<file path="src/rtl/lvmon_pkg.sv">
package lvmon_pkg;
   localparam int CTRL_ADDR = 0;
   localparam int STAT_ADDR = 1;
   localparam int EN_BIT    = 0;
   localparam int LVS_BIT   = 0;
   localparam int FLAG_BIT  = 1;

   typedef struct packed {
      logic below;
      logic above;
   } cmp_pair_t;
endpackage

</file>
<file path="src/rtl/lvmon_sync.sv">
module lvmon_sync #(
   parameter int STAGES = 2,
   parameter int WIDTH  = 2
) (
   input  logic             clk,
   input  logic             rst_n,
   input  logic [WIDTH-1:0] d,
   output logic [WIDTH-1:0] q
);
   logic [WIDTH-1:0] stg [STAGES];

   generate
      if (STAGES < 2) begin : g_bad_stages
         $error("lvmon_sync: STAGES must be at least 2");
      end
      if (WIDTH < 1) begin : g_bad_width
         $error("lvmon_sync: WIDTH must be at least 1");
      end
   endgenerate

   always_ff @(posedge clk or negedge rst_n) begin
      if (!rst_n) stg[0] <= '0;
      else        stg[0] <= d;
   end

   generate
      for (genvar i = 1; i < STAGES; i++) begin : g_stage
         always_ff @(posedge clk or negedge rst_n) begin
            if (!rst_n) stg[i] <= '0;
            else        stg[i] <= stg[i-1];
         end
      end
   endgenerate

   assign q = stg[STAGES-1];
endmodule

</file>
<file path="src/rtl/lvmon_hyst.sv">
module lvmon_hyst
   import lvmon_pkg::*;
(
   input  logic      clk,
   input  logic      rst_n,
   input  logic      active,
   input  cmp_pair_t cmp,
   output logic      status,
   output logic      change
);
   logic status_q;
   logic status_nxt;

   always_comb begin
      status_nxt = status_q;
      if (active) begin
         if (cmp.below)      status_nxt = 1'b1;
         else if (cmp.above) status_nxt = 1'b0;
      end
   end

   always_ff @(posedge clk or negedge rst_n) begin
      if (!rst_n) status_q <= 1'b0;
      else        status_q <= status_nxt;
   end

   assign status = status_q;
   assign change = status_nxt ^ status_q;


   low_sets_chk: assert property (@(posedge clk) disable iff (!rst_n)
      active && cmp.below |=> status_q);

   high_clears_chk: assert property (@(posedge clk) disable iff (!rst_n)
      active && !cmp.below && cmp.above |=> !status_q);

   both_sets_chk: assert property (@(posedge clk) disable iff (!rst_n)
      active && cmp.below && cmp.above |=> status_q);

   mode_hold_chk: assert property (@(posedge clk) disable iff (!rst_n)
      !active |=> $stable(status_q));
endmodule

</file>
<file path="src/rtl/lvmon_regs.sv">
module lvmon_regs
   import lvmon_pkg::*;
#(
   parameter int ADDR_W = 1,
   parameter int DATA_W = 8
) (
   input  logic              clk,
   input  logic              rst_n,
   input  logic              status,
   input  logic              change,
   input  logic              reg_wr,
   input  logic [ADDR_W-1:0] reg_addr,
   input  logic [DATA_W-1:0] reg_wdata,
   output logic [DATA_W-1:0] reg_rdata,
   output logic              irq
);
   localparam int MIN_DATA_W = FLAG_BIT + 1;

   logic flag_q;
   logic en_q;
   logic sel_ctrl;
   logic sel_stat;
   logic clr;

   generate
      if (DATA_W < MIN_DATA_W) begin : g_bad_data
         $error("lvmon_regs: DATA_W too small for the register fields");
      end
      if (ADDR_W < 1) begin : g_bad_addr
         $error("lvmon_regs: ADDR_W must be at least 1");
      end
   endgenerate

   assign sel_ctrl = (reg_addr == ADDR_W'(CTRL_ADDR));
   assign sel_stat = (reg_addr == ADDR_W'(STAT_ADDR));
   assign clr      = reg_wr && sel_stat && reg_wdata[FLAG_BIT];

   always_ff @(posedge clk or negedge rst_n) begin
      if (!rst_n)                  en_q <= 1'b0;
      else if (reg_wr && sel_ctrl) en_q <= reg_wdata[EN_BIT];
   end

   always_ff @(posedge clk or negedge rst_n) begin
      if (!rst_n)      flag_q <= 1'b0;
      else if (change) flag_q <= 1'b1;
      else if (clr)    flag_q <= 1'b0;
   end

   always_comb begin
      reg_rdata = '0;
      if (sel_ctrl) begin
         reg_rdata[EN_BIT] = en_q;
      end else if (sel_stat) begin
         reg_rdata[LVS_BIT]  = status;
         reg_rdata[FLAG_BIT] = flag_q;
      end
   end

   assign irq = flag_q & en_q;


   change_flags_chk: assert property (@(posedge clk) disable iff (!rst_n)
      change |=> flag_q);

   flag_sticky_chk: assert property (@(posedge clk) disable iff (!rst_n)
      flag_q && !clr |=> flag_q);

   set_beats_clr_chk: assert property (@(posedge clk) disable iff (!rst_n)
      change && clr |=> flag_q);
endmodule

</file>
<file path="src/rtl/lvmon_top.sv">
module lvmon_top
   import lvmon_pkg::*;
#(
   parameter int SYNC_STAGES = 2,
   parameter int ADDR_W      = 1,
   parameter int DATA_W      = 8
) (
   input  logic              clk,
   input  logic              rst_n,
   input  logic              mode_active,
   input  logic              cmp_below,
   input  logic              cmp_above,
   input  logic              reg_wr,
   input  logic [ADDR_W-1:0] reg_addr,
   input  logic [DATA_W-1:0] reg_wdata,
   output logic [DATA_W-1:0] reg_rdata,
   output logic              irq
);
   localparam int CMP_W = $bits(cmp_pair_t);

   cmp_pair_t raw_cmp;
   cmp_pair_t sync_cmp;
   logic      status;
   logic      change;

   assign raw_cmp.below = cmp_below;
   assign raw_cmp.above = cmp_above;

   lvmon_sync #(.STAGES(SYNC_STAGES), .WIDTH(CMP_W)) u_sync (
      .clk   (clk),
      .rst_n (rst_n),
      .d     (raw_cmp),
      .q     (sync_cmp)
   );

   lvmon_hyst u_hyst (
      .clk    (clk),
      .rst_n  (rst_n),
      .active (mode_active),
      .cmp    (sync_cmp),
      .status (status),
      .change (change)
   );

   lvmon_regs #(.ADDR_W(ADDR_W), .DATA_W(DATA_W)) u_regs (
      .clk       (clk),
      .rst_n     (rst_n),
      .status    (status),
      .change    (change),
      .reg_wr    (reg_wr),
      .reg_addr  (reg_addr),
      .reg_wdata (reg_wdata),
      .reg_rdata (reg_rdata),
      .irq       (irq)
   );
endmodule

</file>
<file path="config.mk">
export PLATFORM = sky130hd
export DESIGN_NAME = lvmon_top
export DESIGN_NICKNAME = d
export VERILOG_FILES = /design/src/rtl/lvmon_pkg.sv /design/src/rtl/lvmon_sync.sv /design/src/rtl/lvmon_hyst.sv /design/src/rtl/lvmon_regs.sv /design/src/rtl/lvmon_top.sv
export SDC_FILE = /design/constraint.sdc
export NUM_CORES = 1
export LEC_CHECK = 0
export BUFFER_PORTS_ARGS = -buffer_cell sky130_fd_sc_hd__buf_2
export CORE_AREA = 2 2 39 41
export CTS_CLUSTER_SIZE = 16
export DETAILED_ROUTE_END_ITERATION = 16
export DIE_AREA = 0 0 41 43
export MAX_ROUTING_LAYER = met4
export SETUP_SLACK_MARGIN = 0.1
export SLEW_MARGIN = 20
export SYNTH_ARGS = -nofsm -noshare
export SYNTH_HDL_FRONTEND = slang
export SYNTH_SLANG_ARGS = --single-unit
</file>
<file path="constraint.sdc">
create_clock -name clk -period 1.45 [get_ports clk]
set_input_delay 0.0725 -clock clk [delete_from_list [all_inputs] [get_ports clk]]
set_output_delay 0.0725 -clock clk [all_outputs]
set_load 0.005 [all_outputs]
</file>
==> flow_metrics.py <==
metrics = {
    "detailed_routing": {
        "detail_route.first_pass.iterations": 4,
        "routedWlPerCell_um": 7.81,
        "route.vias.total": 224,
        "antenna_left": 0,
        "detail_route.vias_per_cell": 3.86,
        "drt_wl_total_um": 453,
        "post-route-drc-count": 0,
        "detailedRoute.firstIterationViolations": 5,
    },
    "clocking": {
        "cts-buffers-inserted": 3,
        "post-cts-setup-buffers": 0,
        "tritoncts": "yes",
        "cts.reportedPaths.clkPinSlew_ps": 50,
        "cts_buffer_depth": 2,
        "insertion_delay_of_the_later_clocked_pin_in_the_worst_skew_pair_ps": 240,
        "clock_sinks": 7,
        "clockRootBuffer": "clkbuf_4",
        "htreeDepth": 1,
        "cts_resized": 0,
    },
    "timing": {
        "setup_viol": 0,
        "post-route-min-period_ps": 1100,
        "fin_ws_ps": 351,
        "fin_tns_setup_ps": 0,
        "rsz_0062_raised_after_global_routing": "no",
        "number_of_pins_exceeding_their_max_slew_limit_in_the_final_report": 0,
        "hold_violations": 0,
        "fin_worst_skew_ps": 3.15,
        "whs_ps": 62.5,
        "timing.fmax_ghz": 0.910,
        "fin_crit_sh_pct": 75.8,
    },
    "floorplan": {
        "io_pins": 24,
        "die_area_um2": 1760,
        "placement_rows": 14,
        "floorplan.initialDensity_pct": 22.4,
        "die_h_um": 43,
        "core-area_um2": 1380,
        "floorplan.die.width_um": 41,
    },
    "pwr": {
        "total_switching_power_mw": 0.101,
        "switching_share_pct": 21.9,
        "p_per_area_nw_per_um2": 1110,
        "combPwrFrac_pct": 14.9,
        "power_leakage_nw": 0.207,
        "part_of_the_total_power_dissipated_in_the_clock_network_pct": 36.4,
        "max-vdd-ir-drop_v": 0.000498,
        "p_int_mw": 0.362,
        "p_seq_share_pct": 48.7,
    },
    "critical_path": {
        "reg2reg_setup_slack_ps": 470,
        "arrival_ps": 1030,
        "critical_path_required_ps": 1380,
        "critical_path_class": "reg -> out",
        "end_kind": "output port",
        "cp_cell_sequence": "mux2_2, buf_2",
        "crit_path_top_delay_cell": "dfrtp_1",
        "worst_setup_path_start_kind": "register",
        "cp_max_fo": 4,
        "slowest_delay_ps": 390,
    },
    "synth": {
        "synthAdderAreaFrac_pct": 0,
        "synth_top_family_by_area": "buffers and inverters",
        "ys_warn_count": 0,
        "synth_top_cell_area_share_pct": 56.5,
        "flip_flop_and_latch_count_after_synthesis": 7,
        "yosys.area_share.simple_pct": 14.1,
        "synthMuxAreaShare_pct": 7.26,
        "post_synth_main_area_contributors": "dfrtp_1 (56%), buf_4 (15%), mux2_2 (7.3%)",
        "synth-seq-area-share_pct": 56.5,
        "syn-mean-instance-area_um2": 12.4,
        "synthesis.area_um2": 310,
        "synthDistinctLibCells": 11,
        "synth_compound_gate_area_share_pct": 6.45,
        "synthDominantAreaCellType": "dfrtp_1",
        "synthCells": 25,
        "synth-xor-area-share_pct": 0,
    },
    "flow_run": {
        "drv.max_cap_violation_count": 0,
    },
    "final_layout": {
        "fin_area_um2": 415,
        "post_route_cells_drive_above_1_share_pct": 40.5,
        "area_growth_pct": 33.9,
        "num-nets-final": 58,
        "n_antenna_cell": 0,
        "n_fill_cell": 146,
        "seqCellArea_um2": 175,
        "multiInputGateArea_um2": 109,
    },
    "placed_design": {
        "numPortBuffers": 11,
        "weighted_congestion_reported_at_the_end_of_routability_driven_placement": 0.559,
        "placedInstanceArea_um2": 359,
        "placement.setup.worst_slack_ps": 466,
    },
    "global_route": {
        "first_pass_grt_wire_length_um": 793,
        "number_of_antenna_violations_at_the_first_check_in_global_routing": 0,
        "number_of_global_route_vias_before_repair": 218,
        "grt_max_degree": 8,
        "globalRouteOverflowTotal": 0,
        "globalRouteTotalUtil_pct": 7.40,
    },
    "run_status": {
        "status": "complete, no violations",
    },
    "min_path": {
        "min-delay-path-class": "in -> reg",
    },
}
[metal layers]
layer | track usage (%) | share of wire [%] | up-vias
met5 | - | 0 | -
met2 | 9.38 | 48 | 13
met4 | 6.00 | 0 | 0
met3 | 4.71 | 9.7 | 0
met1 | 7.72 | 42 | 103
li1 | - | - | 108
[layout by cell type (no fill, tap or decap)]
master         instances
a221o_1                1
a22o_2                 1
and2_1                 2
and4b_1                1
buf_2                 11
clkbuf_1               1
clkbuf_4               3
conb_1                 6
dfrtp_1                7
dlygate4sd3_1          3
mux2_2                 2
nand2_1                1
nand3_1                1
nor2b_1                2
[kinds of logic after synthesis]
| family | Yosys count |
|---|---|
| flip-flops | 7 |
| AO/OA/AOI/OAI | 2 |
| other | 1 |
| multiplexers | 2 |
| buffers and inverters | 6 |
| AND/OR/NAND/NOR | 7 |
[power by group through the flow]
stage,logic (mW),clock network [mW],registers (mW)
global route,0.0805,0.189,0.229
CTS,0.0704,0.178,0.226
finish,0.0690,0.169,0.225
detailed placement,0.0638,0,0.229
floorplan,0.0454,0,0.225
global placement,0.0638,0,0.228
[stage by stage]
step | total power, mW | cells | util, %
3_5_place_dp | 0.293 | 51 | 25.9
4_1_cts | 0.474 | 58 | 30.0
6_report | 0.463 | 58 | 30.0
5_1_grt | 0.498 | 58 | 30.0
2_1_floorplan | 0.271 | 30 | -
3_3_place_gp | 0.291 | 51 | 25.9
[flip-flops by register name, indices dropped and copies added (netlist names)]
register	count
u_sync.stg	2
u_sync.q	2
u_regs.en_q	1
u_hyst.status	1
u_regs.flag_q	1
[path summary, 6_finish.rpt]
check	startpoint	endpoint	depth (start not counted)
min in group asynchronous	rst_n	u_hyst.status	2
max	u_hyst.status	reg_rdata[0]	2
max reg2reg	u_hyst.status	u_regs.flag_q	2
min	reg_wdata[0]	u_regs.en_q	2
max in group asynchronous	rst_n	u_sync.q[0]	2
min reg2reg	u_sync.stg[3]	u_sync.q[1]	0
[cell type report]
type | count | share of cell area [%]
Tap cell | 16 | 4.82
Timing Repair Buffer | 14 | 20.5
Multi-Input combinational cell | 17 | 26.2
Sequential cell | 7 | 42.2
Clock buffer | 4 | 6.33
[timing repair]
item	CTS	global route
hold buffers	3	0
setup endpoints to repair	0	0
endpoints found under the hold margin	9	0
[critical path, delay by kind of cell (launching register included)]
| kind | cells | cell delay [ps] |
|---|---|---|
| muxes | 1 | 270 |
| DFF | 1 | 390 |
| buffers and inverters | 1 | 120 |
[cells in the mapped netlist, drive strengths merged]
cell type and instances:
dfrtp 7, a221o 1, and2 2, nand3 1
a22o 1, conb 1, nand2 1, and4b 1
nor2b 2, buf 6, mux2 2
(Power assumes the default switching activity.)
